### src/rtl/defl_pkg.sv
// Package: shared constants and direction codes for the deflection
// arbitration network. Assumes a four-port mesh router.
package defl_pkg;
    localparam int NUM_PORTS = 4;
    localparam int DIR_W     = 2;

    typedef enum logic [DIR_W-1:0] {
        DIR_NORTH = 2'd0,
        DIR_EAST  = 2'd1,
        DIR_SOUTH = 2'd2,
        DIR_WEST  = 2'd3
    } dir_e;
endpackage

### src/rtl/defl_lfsr.sv
// Module: Galois LFSR, free running, reloaded with SEED on synchronous
// active-low reset. Assumes TAPS describes a maximal-length polynomial
// and SEED is nonzero.
module defl_lfsr #(
    parameter int              WIDTH = 16,
    parameter logic [WIDTH-1:0] TAPS = 16'hB400,
    parameter logic [WIDTH-1:0] SEED = 16'hACE1
) (
    input  logic             clk,
    input  logic             rst_n,
    output logic [WIDTH-1:0] state
);
    logic [WIDTH-1:0] state_q;
    logic [WIDTH-1:0] state_d;

    // Next state: shift right, fold taps in when the dropped bit is 1.
    always_comb begin
        state_d = state_q >> 1;
        if (state_q[0]) state_d = state_d ^ TAPS;
    end

    // State register with seed reload.
    always_ff @(posedge clk) begin
        if (!rst_n) state_q <= SEED;
        else        state_q <= state_d;
    end

    assign state = state_q;
endmodule

### src/rtl/defl_silver_pick.sv
// Module: marks exactly one valid input as silver. The search starts at
// a pseudo-random index and rotates to the first valid input. Assumes
// NUM is a power of two. Output is all zero when no input is valid.
module defl_silver_pick #(
    parameter int NUM = 4,
    localparam int IDX_W = $clog2(NUM)
) (
    input  logic [NUM-1:0]   valid,
    input  logic [IDX_W-1:0] start,
    output logic [NUM-1:0]   silver
);
    // Rotating first-valid search from the random start point.
    always_comb begin
        logic found;
        logic [IDX_W-1:0] idx;
        silver = '0;
        found  = 1'b0;
        for (int k = 0; k < NUM; k++) begin
            idx = start + IDX_W'(k);
            if (!found && valid[idx]) begin
                silver[idx] = 1'b1;
                found       = 1'b1;
            end
        end
    end
endmodule

### src/rtl/defl_cell.sv
// Module: 2x2 arbiter cell. It picks a winner and steers it to the side
// named by bit SIDE_BIT of its requested direction; the loser takes the
// other side. Precedence: invalid always loses, then golden, then lower
// sequence number among golden, then silver, then the random bit.
// Flit layout (lsb first): valid, dir[1:0], golden, silver, seq, data.
module defl_cell #(
    parameter int DATA_W   = 16,
    parameter int SEQ_W    = 4,
    parameter int SIDE_BIT = 0,
    localparam int VAL_B   = 0,
    localparam int DIR_LO  = 1,
    localparam int GLD_B   = 3,
    localparam int SLV_B   = 4,
    localparam int SEQ_LO  = 5,
    localparam int FLIT_W  = SEQ_LO + SEQ_W + DATA_W
) (
    input  logic [FLIT_W-1:0] in_a,
    input  logic [FLIT_W-1:0] in_b,
    input  logic              rnd,
    output logic [FLIT_W-1:0] out_lo,
    output logic [FLIT_W-1:0] out_hi
);
    logic             a_wins;
    logic [FLIT_W-1:0] win;
    logic [FLIT_W-1:0] lose;
    logic [SEQ_W-1:0]  seq_a;
    logic [SEQ_W-1:0]  seq_b;
    logic              side;

    assign seq_a = in_a[SEQ_LO +: SEQ_W];
    assign seq_b = in_b[SEQ_LO +: SEQ_W];

    // Priority decision between the two inputs.
    always_comb begin
        if (!in_a[VAL_B])                         a_wins = 1'b0;
        else if (!in_b[VAL_B])                    a_wins = 1'b1;
        else if (in_a[GLD_B] != in_b[GLD_B])      a_wins = in_a[GLD_B];
        else if (in_a[GLD_B])                     a_wins = (seq_a <= seq_b);
        else if (in_a[SLV_B] != in_b[SLV_B])      a_wins = in_a[SLV_B];
        else                                      a_wins = rnd;
    end

    // Winner and loser selection.
    always_comb begin
        win  = a_wins ? in_a : in_b;
        lose = a_wins ? in_b : in_a;
    end

    assign side = win[DIR_LO + SIDE_BIT];

    // Steering: winner to its side, loser to the remaining side.
    always_comb begin
        out_lo = side ? lose : win;
        out_hi = side ? win  : lose;
    end
endmodule

### src/rtl/defl_perm_net.sv
// Module: top of the two-stage deflection permutation network. Stage one
// pairs inputs (N,E) and (S,W) and steers on direction bit 0 toward the
// (N,S) or (E,W) second-stage cell; stage two steers on direction bit 1.
// Purely combinational from inputs and LFSR state; the LFSR advances
// every cycle. Assumes golden flits carry distinct sequence numbers.
module defl_perm_net
    import defl_pkg::*;
#(
    parameter int              DATA_W    = 16,
    parameter int              SEQ_W     = 4,
    parameter int              LFSR_W    = 16,
    parameter logic [LFSR_W-1:0] LFSR_TAPS = 16'hB400,
    parameter logic [LFSR_W-1:0] LFSR_SEED = 16'hACE1
) (
    input  logic                              clk,
    input  logic                              rst_n,
    input  logic [NUM_PORTS-1:0]              in_valid,
    input  logic [NUM_PORTS-1:0][DIR_W-1:0]   in_dir,
    input  logic [NUM_PORTS-1:0]              in_golden,
    input  logic [NUM_PORTS-1:0][SEQ_W-1:0]   in_seq,
    input  logic [NUM_PORTS-1:0][DATA_W-1:0]  in_data,
    output logic [NUM_PORTS-1:0]              out_valid,
    output logic [NUM_PORTS-1:0][DIR_W-1:0]   out_dir,
    output logic [NUM_PORTS-1:0]              out_golden,
    output logic [NUM_PORTS-1:0]              out_silver,
    output logic [NUM_PORTS-1:0][SEQ_W-1:0]   out_seq,
    output logic [NUM_PORTS-1:0][DATA_W-1:0]  out_data
);
    localparam int IDX_W   = $clog2(NUM_PORTS);
    localparam int NCELL   = NUM_PORTS / 2;
    localparam int SEQ_LO  = 5;
    localparam int FLIT_W  = SEQ_LO + SEQ_W + DATA_W;

    logic [LFSR_W-1:0]              lfsr_q;
    logic [NUM_PORTS-1:0]           silver_mask;
    logic [NUM_PORTS-1:0][FLIT_W-1:0] flit_in;
    logic [NCELL-1:0][1:0][FLIT_W-1:0] s1_out;
    logic [NUM_PORTS-1:0][FLIT_W-1:0] flit_out;

    defl_lfsr #(
        .WIDTH (LFSR_W),
        .TAPS  (LFSR_TAPS),
        .SEED  (LFSR_SEED)
    ) u_lfsr (
        .clk   (clk),
        .rst_n (rst_n),
        .state (lfsr_q)
    );

    defl_silver_pick #(
        .NUM    (NUM_PORTS)
    ) u_silver (
        .valid  (in_valid),
        .start  (lfsr_q[NCELL*2 +: IDX_W]),
        .silver (silver_mask)
    );

    // Pack each input port into a flit word.
    generate
        for (genvar p = 0; p < NUM_PORTS; p++) begin : g_pack
            assign flit_in[p] = {in_data[p], in_seq[p], silver_mask[p],
                                 in_golden[p], in_dir[p], in_valid[p]};
        end
    endgenerate

    // Stage one: cell g serves inputs 2g and 2g+1, steering on dir bit 0.
    generate
        for (genvar g = 0; g < NCELL; g++) begin : g_stage1
            defl_cell #(
                .DATA_W   (DATA_W),
                .SEQ_W    (SEQ_W),
                .SIDE_BIT (0)
            ) u_cell (
                .in_a   (flit_in[2*g]),
                .in_b   (flit_in[2*g+1]),
                .rnd    (lfsr_q[g]),
                .out_lo (s1_out[g][0]),
                .out_hi (s1_out[g][1])
            );
        end
    endgenerate

    // Stage two: cell h owns outputs h and h+2, steering on dir bit 1.
    generate
        for (genvar h = 0; h < NCELL; h++) begin : g_stage2
            defl_cell #(
                .DATA_W   (DATA_W),
                .SEQ_W    (SEQ_W),
                .SIDE_BIT (1)
            ) u_cell (
                .in_a   (s1_out[0][h]),
                .in_b   (s1_out[1][h]),
                .rnd    (lfsr_q[NCELL + h]),
                .out_lo (flit_out[h]),
                .out_hi (flit_out[h + NCELL])
            );
        end
    endgenerate

    // Unpack output flit words onto the output ports.
    generate
        for (genvar q = 0; q < NUM_PORTS; q++) begin : g_unpack
            assign out_valid[q]  = flit_out[q][0];
            assign out_dir[q]    = flit_out[q][2:1];
            assign out_golden[q] = flit_out[q][3] & flit_out[q][0];
            assign out_silver[q] = flit_out[q][4] & flit_out[q][0];
            assign out_seq[q]    = flit_out[q][SEQ_LO +: SEQ_W];
            assign out_data[q]   = flit_out[q][SEQ_LO + SEQ_W +: DATA_W];
        end
    endgenerate
endmodule

### config.mk
export PLATFORM = sky130hd
export DESIGN_NAME = defl_perm_net
export DESIGN_NICKNAME = d
export VERILOG_FILES = /design/src/rtl/defl_pkg.sv /design/src/rtl/defl_lfsr.sv /design/src/rtl/defl_silver_pick.sv /design/src/rtl/defl_cell.sv /design/src/rtl/defl_perm_net.sv
export SDC_FILE = /design/constraint.sdc
export NUM_CORES = 1
export LEC_CHECK = 0
export ABC_AREA = 1
export ABC_CLOCK_PERIOD_IN_PS = 20600
export CAP_MARGIN = 20
export CORE_UTILIZATION = 45
export CTS_CLUSTER_DIAMETER = 120
export DETAILED_ROUTE_END_ITERATION = 8
export DONT_BUFFER_PORTS = 1
export GPL_TIMING_DRIVEN = 1
export SYNTH_ARGS = -nofsm -noshare
export SYNTH_HDL_FRONTEND = slang
export SYNTH_SLANG_ARGS = --single-unit
### constraint.sdc
create_clock -name clk -period 20.6 [get_ports clk]
set_clock_uncertainty 0.05 [all_clocks]
set_input_delay 5.15 -clock clk [delete_from_list [all_inputs] [get_ports clk]]
set_output_delay 5.15 -clock clk [all_outputs]
set_load 0.05 [all_outputs]
==> reports/qor.log, run 1 <==
[outcome] outcome complete, no violations
[sta] number of failing hold endpoints at the final stage 0
[sta] clock period minus final worst setup slack 16.07 ns
[final_layout] Final #Nets 1405
[power] static leakage 3.74 nW
[grt] gr usage total 23.8%
[flow_run] count of max-cap constraint violations 0
[route] sum of met3 wire segment lengths after detailed routing 1190 microns
[sta] actual slew at the worst max-slew pin 0.898 ns
[place] final weighted congestion in routability-driven placement 0.909
[critical_path] R2R Setup Slk 19.73 ns
[final_layout] number of inserted diodes 0
[die] Top Ports 198
[die] overall die width 122 microns
[route] count of antenna-violating nets left after detailed routing 0
[clocking] largest buffer count on any clock path 2
[sta] max-slew violation count 0
[critical_path] endpoint class of the critical path primary output
[clocking] Post-CTS Hold Buffers 0
[grt] residual overflow from global routing 0
[grt] pin count of the biggest net entering global routing 95
[sta] post-route setup TNS 0 ns
[clocking] CTS sink count 16
[sta] Tcrit/Tclk final 78.0%
[route] number of detailed-routing iterations run before antenna repair 5
[route] routed length on met2 9900 microns
[sta] worst hold slack after final layout 0.351 ns
[power] Final Power 0.619 mW
[critical_path] critical path's largest stage delay 0.69 ns
[final_layout] max FFs per register 16
[clocking] clock tree root driver cell sky130_fd_sc_hd__clkbuf_16
[critical_path] kind of critical path primary input to primary output
[place] setup slack at placement 4.46 ns
[final_layout] sequential cell area 320 sq um
[route] DRC Markers 0
[sta] FMAX 62.2 MHz
[logic_synthesis] number of enable flip-flop cells after synthesis 0
[route] Post-Route WL 19000 microns
[clocking] CTS clk-pin slew, worst paths 0.05 ns
[route] 1st-iter DRT viols 493
[final_layout] multi-input combinational cell area 4930 sq um
[logic_synthesis] Syn Nets 1478
[final_layout] number of filler instances in the final layout 1606
[sta] RSZ-0062 raised after global routing no
[clocking] TritonCTS clock tree built
[route] metal1 wirelength 7370 microns
[critical_path] most frequent cell on the critical path sky130_fd_sc_hd__nand2_1
[final_layout] area grow syn2layout -3.49%
[power] areal power density over the cells 99.0 nW/um^2
[power] maximum VDD drop 0.0471 mV
[route] total vias in the final route 7254
[die] die extent in y 122 microns
[logic_synthesis] synthesized area 6480 sq um
[die] die area 14900 sq um
[route] top routing layer in use met4
[hold_path] worst min-delay path class flop to flop
[logic_synthesis] number of synthesized register bits 16
[die] initial core utilization 46.3%
[logic_synthesis] Netlist cell types 30
[grt] antenna violations before repair 0
[critical_path] Slowest-stage cell, CP sky130_fd_sc_hd__nor2_1
[die] Floorplan Core Area 14000 sq um
[logic_synthesis] number of standard cells after synthesis 1359
[sta] normalized max-slew margin 39.9%
[logic_synthesis] primary flip-flop cell chosen by synthesis mapping sky130_fd_sc_hd__dfxtp_1
[sta] Setup Viol. Count Final 0
[route] via-per-instance ratio 4.95
[final_layout] Post-Layout Cell Count 1464
[place] HPWL after DPL 15300 microns
[clocking] clock latency on the worst-skew pair 0.24 ns
[critical_path] Crit path required time 15.40 ns
[sta] smallest setup slack after layout 4.53 ns
[place] Buffers on Ports 0
[clocking] total of cells resized after clock tree synthesis 0
[logic_synthesis] mean area per synthesized cell 4.77 sq um
[clocking] clock buffer count from CTS 3
[critical_path] data arrival at the endpoint of the critical path 10.87 ns
[logic_synthesis] async set or reset register ratio after synthesis 0%
[logic_synthesis] sequential fraction of the synthesis area 4.94%
[critical_path] highest net fanout along the worst path 94
[grt] via count of the first global-routing pass 5949
[clocking] post-CTS repair timing setup buffer count 0
[clocking] maximum level of the CTS H-tree 1
[grt] global-route wire length before repair 28100 microns
[route] routed wirelength normalized by instance count 13.0 microns
[critical_path] launching element type of the critical path primary input
[place] number of placed cells counting well taps 1461
[final_layout] fraction of layout cells with a size suffix above 1 5.30%
[die] Std-Cell Rows 43
[logic_synthesis] number of warnings reported in the yosys synthesis log 0
==> Yosys cell counts, types with 2 or more instances <==
master	instances	area, sq um
sky130_fd_sc_hd__a21oi_1	47	235
sky130_fd_sc_hd__buf_2	21	105
sky130_fd_sc_hd__buf_4	14	105
sky130_fd_sc_hd__buf_6	18	203
sky130_fd_sc_hd__clkbuf_1	25	93.8
sky130_fd_sc_hd__dfxtp_1	16	320
sky130_fd_sc_hd__ha_1	21	263
sky130_fd_sc_hd__inv_1	175	657
sky130_fd_sc_hd__inv_2	2	7.51
sky130_fd_sc_hd__inv_4	3	18.8
sky130_fd_sc_hd__nand2_1	636	2390
sky130_fd_sc_hd__nand2_2	18	113
sky130_fd_sc_hd__nand2_4	12	135
sky130_fd_sc_hd__nand3_1	39	195
sky130_fd_sc_hd__nand3_2	6	60.1
sky130_fd_sc_hd__nand3b_1	2	15.0
sky130_fd_sc_hd__nor2_1	65	244
sky130_fd_sc_hd__o21ai_0	147	736
sky130_fd_sc_hd__o21ai_1	60	300
sky130_fd_sc_hd__o21ai_2	19	166
sky130_fd_sc_hd__o21bai_1	3	22.5
sky130_fd_sc_hd__xnor2_1	2	17.5
==> worst max-delay path, delay by kind of cell <==
family | cells | cell delay (ns)
AOI/OAI and AO/OA | 3 | 0.56
and+or+nand+nor | 26 | 4.66
adders and majority gates | 1 | 0.37
buffers and inverters | 2 | 0.11
==> cell type report <==
class                           instances  area share (%)
Tap cell                              180            3.60
Clock buffer                            3            1.20
Inverter                              181            11.0
Sequential cell                        16            5.12
Timing Repair Buffer                    2           0.240
Multi-Input combinational cell       1082            78.9
==> path summary, 6_finish.rpt <==
path              startpoint  cells past startpoint               end
max              in_valid[3]                     32     out_silver[0]
min          u_lfsr.state[6]                      2   u_lfsr.state[5]
max reg2reg  u_lfsr.state[0]                      2  u_lfsr.state[10]
min reg2reg  u_lfsr.state[6]                      2   u_lfsr.state[5]
==> metal layers <==
layer | track usage [%] | vias to the layer above
li1 | - | 4029
met1 | 24.6 | 3031
met2 | 47.8 | 170
met3 | 3.60 | 24
met4 | 8.02 | 0
met5 | 0 | -
==> cell usage in the layout (no fill, tap or decap), drive strengths merged <==
master	count
nand3	45
xnor2	2
ha	21
dfxtp	16
nor2	67
inv	180
o21ai	226
a21oi	48
a2bb2oi	1
nand2	666
clkinv	1
a32oi	1
buf	2
clkbuf	3
o21bai	3
nand3b	2
==> logic make-up (layout without fill, tap and decap cells) <==
group | Yosys count | in the layout | share of synthesized area [%]
flip-flops | 16 | 16 | 4.94
AO/OA/AOI/OAI | 279 | 279 | 22.9
XOR/XNOR | 2 | 2 | 0.270
AND/OR/NAND/NOR | 780 | 780 | 48.9
buffers and inverters | 261 | 186 | 19.0
adder cells (fa/ha/maj) | 21 | 21 | 4.05
==> where the power goes <==
group	switching, mW	leakage, nW	internal, mW
registers	0.00157	0.133	0.0332
clock network	0.0108	0.0370	0.0254
logic	0.458	3.57	0.0901
total	0.471	3.74	0.149
==> stage by stage <==
stage	area, sq um	utilization, %
floorplan	6480	-
global placement	6180	44.2
detailed placement	6180	44.2
CTS	6260	44.7
global route	6260	44.7
finish	6260	44.7
(Power assumes the default switching activity.)
==> run 2, diff against run 1 <==
ABC_CLOCK_PERIOD_IN_PS = 13200   (was 20600)
clock period = 13.2 ns   (was 20.6 ns; I/O delays follow)
==> run 2 against run 1 <==
Setup slack got worse by 3.4 ns. Wire length fell by 0.15%. Design area rose by 1.2%. Non-clock buffer count rose by 10. Sequential power rose by 55%. Critical path type unchanged. Largest power group unchanged.
==> reports/qor.log, run 2 (synthesized netlist as in run 1, its figures left out) <==
[die] die area 14900 sq um [unchanged]
[die] die extent in y 122 microns [unchanged]
[place] HPWL after DPL 15400 microns [+1.1%]
[critical_path] cell family with the largest share of critical-path delay simple AND/OR/NAND/NOR gates
[clocking] CTS clk-pin slew, worst paths 0.04 ns [about the same]
[sta] smallest setup slack after layout 1.09 ns [-3.44 ns]
[grt] global-route wire length before repair 27700 microns [-1.4%]
[final_layout] area grow syn2layout -2.34%
[route] count of antenna-violating nets left after detailed routing 0 [unchanged]
[sta] FMAX 82.6 MHz
[route] number of detailed-routing iterations run before antenna repair 7 [+2]
[critical_path] Crit path required time 9.85 ns [-5.55 ns]
[final_layout] Post-Layout Cell Count 1474 [+0.68%]
[final_layout] Final #Nets 1415 [+0.71%]
[final_layout] fraction of layout cells with a size suffix above 1 6.03% [+0.73 points]
[route] total vias in the final route 7365 [+1.5%]
[outcome] outcome complete, no violations
[critical_path] data arrival at the endpoint of the critical path 8.76 ns [-2.11 ns]
[sta] clock period minus final worst setup slack 12.11 ns
[route] Post-Route WL 19000 microns [-0.15%]
[sta] Setup Viol. Count Final 0 [unchanged]
[final_layout] max FFs per register 16 [unchanged]
[grt] via count of the first global-routing pass 5769 [-3.0%]
[route] DRC Markers 0 [unchanged]
[flow_run] count of max-cap constraint violations 0 [unchanged]
[die] Top Ports 198 [unchanged]
[clocking] maximum level of the CTS H-tree 1 [unchanged]
[clocking] clock latency on the worst-skew pair 0.24 ns [about the same]
[place] number of placed cells counting well taps 1471 [+0.68%]
[critical_path] most frequent cell on the critical path sky130_fd_sc_hd__nand2_1
[critical_path] WP buf/inv 2 [unchanged]
[die] Std-Cell Rows 43 [unchanged]
[sta] max-slew violation count 0 [unchanged]
[critical_path] critical path's largest stage delay 0.59 ns [-0.10 ns]
[power] NetSw 0.734 mW [+56%]
[hold_path] hold path cells 2 [unchanged]
[power] switching power as a share of total power 75.1% [-0.89 points]
[grt] antenna violations before repair 0 [unchanged]
[die] initial core utilization 46.3% [unchanged]
[power] maximum VDD drop 0.0897 mV [+90%]
[final_layout] number of inserted diodes 0 [unchanged]
[place] Buffers on Ports 0 [unchanged]
[clocking] clock buffer count from CTS 3 [unchanged]
[hold_path] worst min-delay path class flop to flop
[place] setup slack at placement 1.10 ns [-3.36 ns]
[route] 1st-iter DRT viols 407 [-17%]
[grt] residual overflow from global routing 0 [unchanged]
[sta] normalized max-slew margin 41.5% [+1.6 points]
[sta] RSZ-0062 raised after global routing no
[power] internal power 0.243 mW [+64%]
[critical_path] kind of critical path primary input to primary output
[final_layout] core utilization of the finished layout 45.3% [+0.54 points]
[critical_path] path depth of the worst reg2reg path 2 [unchanged]
[power] areal power density over the cells 154 nW/um^2 [+56%]
[power] static leakage 3.79 nW [+1.3%]
[final_layout] most common cell after layout, fill and taps aside sky130_fd_sc_hd__nand2_1
[power] Comb power frac 88.7% [+0.2 points]
[route] via-per-instance ratio 5.00 [+0.84%]
[power] clock power share 5.8% [about the same]
[critical_path] instance count on the critical path 31 [-3.1%]
[power] sequential share of power 5.5% [about the same]
[final_layout] most used cells in the layout excluding fill and tap cells 636 x sky130_fd_sc_hd__nand2_1, 175 x sky130_fd_sc_hd__inv_1, 147 x sky130_fd_sc_hd__o21ai_0, 65 x sky130_fd_sc_hd__nor2_1, 60 x sky130_fd_sc_hd__o21ai_1
[sta] actual slew at the worst max-slew pin 0.875 ns [-0.0233 ns]
[sta] Tcrit/Tclk final 91.8%
[grt] gr usage total 23.5% [-0.37 points]
[clocking] clock tree root driver cell sky130_fd_sc_hd__clkbuf_16
[critical_path] Slowest-stage cell, CP sky130_fd_sc_hd__nand2_4
[clocking] post-CTS repair timing setup buffer count 0 [unchanged]
[route] routed wirelength normalized by instance count 12.9 microns [-0.82%]
[clocking] largest buffer count on any clock path 2 [unchanged]
[place] final weighted congestion in routability-driven placement 0.949 [+4.5%]
[die] overall die width 122 microns [unchanged]
[sta] number of failing hold endpoints at the final stage 0 [unchanged]
[grt] pin count of the biggest net entering global routing 95 [unchanged]
[clocking] total of cells resized after clock tree synthesis 0 [unchanged]
[sta] post-route setup TNS 0 ns [unchanged]
[critical_path] highest net fanout along the worst path 94 [unchanged]
[clocking] CTS sink count 16 [unchanged]
[die] Floorplan Core Area 14000 sq um [unchanged]
[clocking] Post-CTS Hold Buffers 0 [unchanged]
[critical_path] launching element type of the critical path primary input
[critical_path] endpoint class of the critical path primary output
[clocking] TritonCTS clock tree built
## run 2: changes by cell type in the layout (fill, tap and decap cells not counted), sizes merged
cell,change
buf,+10
## run 2: final cells by class
class	instances	area, sq um
sequential	16	320
multi-input combinational	1082	4930
inverter	181	687
clock buffer	3	75.1
timing repair buffer	12	90.1
fill	1641	7660
tap	180	225
## run 2: power by group through the flow
stage | clock network (mW) | registers [mW] | logic [mW]
after floorplan | 0 | 0.0538 | 0.804
after global placement | 0 | 0.0550 | 0.862
after detailed placement | 0 | 0.0550 | 0.869
after CTS | 0.0583 | 0.0541 | 0.870
after global routing | 0.0607 | 0.0545 | 0.942
final | 0.0565 | 0.0541 | 0.867
## run 2: stage by stage
| step | cell area (sq um) | power, mW | hold WS (ns) |
|---|---|---|---|
| after detailed placement | 6260 | 0.924 | 0.344 |
| after global routing | 6330 | 1.06 | 0.384 |
| final | 6330 | 0.977 | 0.352 |
| after CTS | 6330 | 0.983 | 0.356 |
| after floorplan | 6480 | 0.857 | 0.330 |
| after global placement | 6260 | 0.917 | 0.345 |
## run 2: path summary, 6_finish.rpt
kind	endpoint	slack (ns)	from
worst max-delay path	out_data[49]	1.09	in_valid[3]
worst max register to register	u_lfsr.state[3]	12.35	u_lfsr.state[4]
worst min register to register	u_lfsr.state[7]	0.35	u_lfsr.state[8]
worst min-delay path	u_lfsr.state[7]	0.35	u_lfsr.state[8]
## run 2: tightest hold or removal path: stages, from the launching register on
cell                      delay (ns)
sky130_fd_sc_hd__dfxtp_1        0.30
sky130_fd_sc_hd__inv_1          0.03
sky130_fd_sc_hd__nand2_1        0.04
## run 2: metal layers
metal	GRT usage, %	vias up	wire, microns
met3	3.75	29	1130
met5	0	-	0
met4	8.56	0	586
li1	-	4050	-
met1	24.3	3109	7330
met2	46.5	177	9960
==> run 3, diff against run 2 <==
PLACE_DENSITY = 0.71   (was not set)
==> run 3 against run 2 <==
Global-route usage grew 0.51 points. Final cell count is 0.14% higher. Hold slack gained 0.0051 ns. Register-to-register slack about the same. Critical path type unchanged. Largest cell class unchanged.
==> reports/qor.log, run 3 (synthesized netlist as in run 1, its figures left out) <==
[hold_path] hold_sp u_lfsr.state[6]
[final_layout] fraction of layout cells with a size suffix above 1 6.17% [+0.15 points]
[critical_path] data arrival at the endpoint of the critical path 8.51 ns [-0.25 ns]
[clocking] total of cells resized after clock tree synthesis 0 [unchanged]
[route] routed wirelength normalized by instance count 13.0 microns [+1.1%]
[critical_path] Critical Path Start in_valid[3]
[final_layout] max FFs per register 16 [unchanged]
[critical_path] Crit path required time 9.85 ns [about the same]
[hold_path] hold path cells 2 [unchanged]
[die] Top Ports 198 [unchanged]
[clocking] Post-CTS Hold Buffers 0 [unchanged]
[die] initial core utilization 46.3% [unchanged]
[grt] antenna violations before repair 0 [unchanged]
[route] DRC Markers 0 [unchanged]
[critical_path] endpoint class of the critical path primary output
[clocking] clock latency on the worst-skew pair 0.25 ns [about the same]
[critical_path] R2R Setup Slk 12.35 ns [about the same]
[hold_path] worst min-delay path class flop to flop
[outcome] outcome complete, no violations
[grt] via count of the first global-routing pass 5931 [+2.8%]
[sta] normalized max-slew margin 41.7% [+0.25 points]
[critical_path] destination of the critical timing path out_data[45]
[critical_path] critical path's largest stage delay 0.59 ns [about the same]
[final_layout] number of inserted diodes 0 [unchanged]
[final_layout] Final #Nets 1416 [+0.071%]
[sta] FMAX 84.3 MHz [+2.1%]
[die] overall die width 122 microns [unchanged]
[die] die area 14900 sq um [unchanged]
[critical_path] WP buf/inv 1 [-1]
[critical_path] path depth of the worst reg2reg path 2 [unchanged]
[route] count of antenna-violating nets left after detailed routing 0 [unchanged]
[place] final weighted congestion in routability-driven placement 0.926 [-2.4%]
[critical_path] source of the worst register-to-register timing path u_lfsr.state[0]
[sta] max-slew violation count 0 [unchanged]
[clocking] post-CTS repair timing setup buffer count 0 [unchanged]
[route] Post-Route WL 19200 microns [+1.2%]
[sta] Setup Viol. Count Final 0 [unchanged]
[route] 1st-iter DRT viols 392 [-3.7%]
[grt] residual overflow from global routing 0 [unchanged]
[clocking] maximum level of the CTS H-tree 1 [unchanged]
[die] Floorplan Core Area 14000 sq um [unchanged]
[critical_path] Worst R2R End u_lfsr.state[10]
[grt] gr usage total 24.0% [+0.51 points]
[clocking] CTS sink count 16 [unchanged]
[critical_path] kind of critical path primary input to primary output
[sta] number of failing hold endpoints at the final stage 0 [unchanged]
[sta] actual slew at the worst max-slew pin 0.871 ns [-0.00377 ns]
[route] via-per-instance ratio 5.01 [+0.23%]
[clocking] CTS clk-pin slew, worst paths 0.05 ns [about the same]
[critical_path] Slowest-stage cell, CP sky130_fd_sc_hd__nand2_2
[route] total vias in the final route 7392 [+0.37%]
[power] static leakage 3.80 nW [+0.31%]
[clocking] largest buffer count on any clock path 2 [unchanged]
[final_layout] area grow syn2layout -2.01%
[place] HPWL after DPL 15700 microns [+1.7%]
[grt] global-route wire length before repair 28100 microns [+1.3%]
[power] areal power density over the cells 155 nW/um^2 [+0.45%]
[sta] RSZ-0062 raised after global routing no
[flow_run] count of max-cap constraint violations 0 [unchanged]
[die] Std-Cell Rows 43 [unchanged]
[clocking] TritonCTS clock tree built
[critical_path] launching element type of the critical path primary input
[place] Buffers on Ports 0 [unchanged]
[critical_path] instance count on the critical path 30 [-3.2%]
[clocking] clock tree root driver cell sky130_fd_sc_hd__clkbuf_16
[power] Final Power 0.985 mW [+0.79%]
[route] number of detailed-routing iterations run before antenna repair 5 [-2]
[grt] pin count of the biggest net entering global routing 93 [-2.1%]
[final_layout] most common cell after layout, fill and taps aside sky130_fd_sc_hd__nand2_1
[die] die extent in y 122 microns [unchanged]
[critical_path] highest net fanout along the worst path 91 [-3.2%]
[sta] clock period minus final worst setup slack 11.86 ns [-0.250 ns]
[critical_path] most frequent cell on the critical path sky130_fd_sc_hd__nand2_1
[final_layout] most used cells in the layout excluding fill and tap cells 636 x sky130_fd_sc_hd__nand2_1, 175 x sky130_fd_sc_hd__inv_1, 147 x sky130_fd_sc_hd__o21ai_0, 65 x sky130_fd_sc_hd__nor2_1, 60 x sky130_fd_sc_hd__o21ai_1
[sta] smallest setup slack after layout 1.34 ns [+0.250 ns]
[critical_path] cell family with the largest share of critical-path delay simple AND/OR/NAND/NOR gates
[sta] Tcrit/Tclk final 89.9% [-1.9 points]
[sta] post-route setup TNS 0 ns [unchanged]
[sta] worst hold slack after final layout 0.357 ns [+0.00511 ns]
[place] setup slack at placement 1.35 ns [+0.249 ns]
[power] maximum VDD drop 0.0936 mV [+4.3%]
[clocking] clock buffer count from CTS 3 [unchanged]
-- run 3: cell types whose count changed in the layout (fill, tap and decap cells not counted) --
cell                       change
sky130_fd_sc_hd__clkbuf_8      +1
sky130_fd_sc_hd__buf_4         +1
-- run 3: how the worst min path moves through the flow --
stage / end / slack, ns
CTS: u_lfsr.state[11] / 0.36
global placement: u_lfsr.state[7] / 0.34
floorplan: u_lfsr.state[11] / 0.33
finish: u_lfsr.state[5] / 0.36
detailed placement: u_lfsr.state[11] / 0.35
global route: u_lfsr.state[7] / 0.37
-- run 3: power breakdown --
part	switching, mW	internal, mW
Sequential	0.00245	0.0518
Combinational	0.715	0.152
Clock	0.0183	0.0460
Total	0.735	0.250
-- run 3: worst register-to-register path, delay by kind of cell, from the launching register on --
family | cells | cell delay (ns)
flip-flops | 1 | 0.47
XOR/XNOR | 1 | 0.16
AND/OR/NAND/NOR | 1 | 0.07
-- run 3: cell type report --
type | instances | area (sq um)
Clock buffer | 4 | 88.8
Fill cell | 1644 | 7640
Timing Repair Buffer | 13 | 97.6
Multi-Input combinational cell | 1082 | 4930
Inverter | 181 | 687
Sequential cell | 16 | 320
Tap cell | 180 | 225
-- run 3: stage by stage --
| stage | area (sq um) | cells | util (%) |
|---|---|---|---|
| 2_1_floorplan | 6480 | 1359 | - |
| 3_3_place_gp | 6260 | 1472 | 44.8 |
| 3_5_place_dp | 6260 | 1472 | 44.8 |
| 4_1_cts | 6350 | 1476 | 45.4 |
| 5_1_grt | 6350 | 1476 | 45.4 |
| 6_report | 6350 | 1476 | 45.4 |
-- run 3: metal layers --
layer / routed length (microns) / global-route usage (%) / vias to the layer above
met5: 0 / 0 / -
met4: 840 / 11.7 / 0
met3: 1190 / 4.21 / 38
met2: 9540 / 46.0 / 192
met1: 7670 / 24.7 / 3112
li1: - / - / 4050
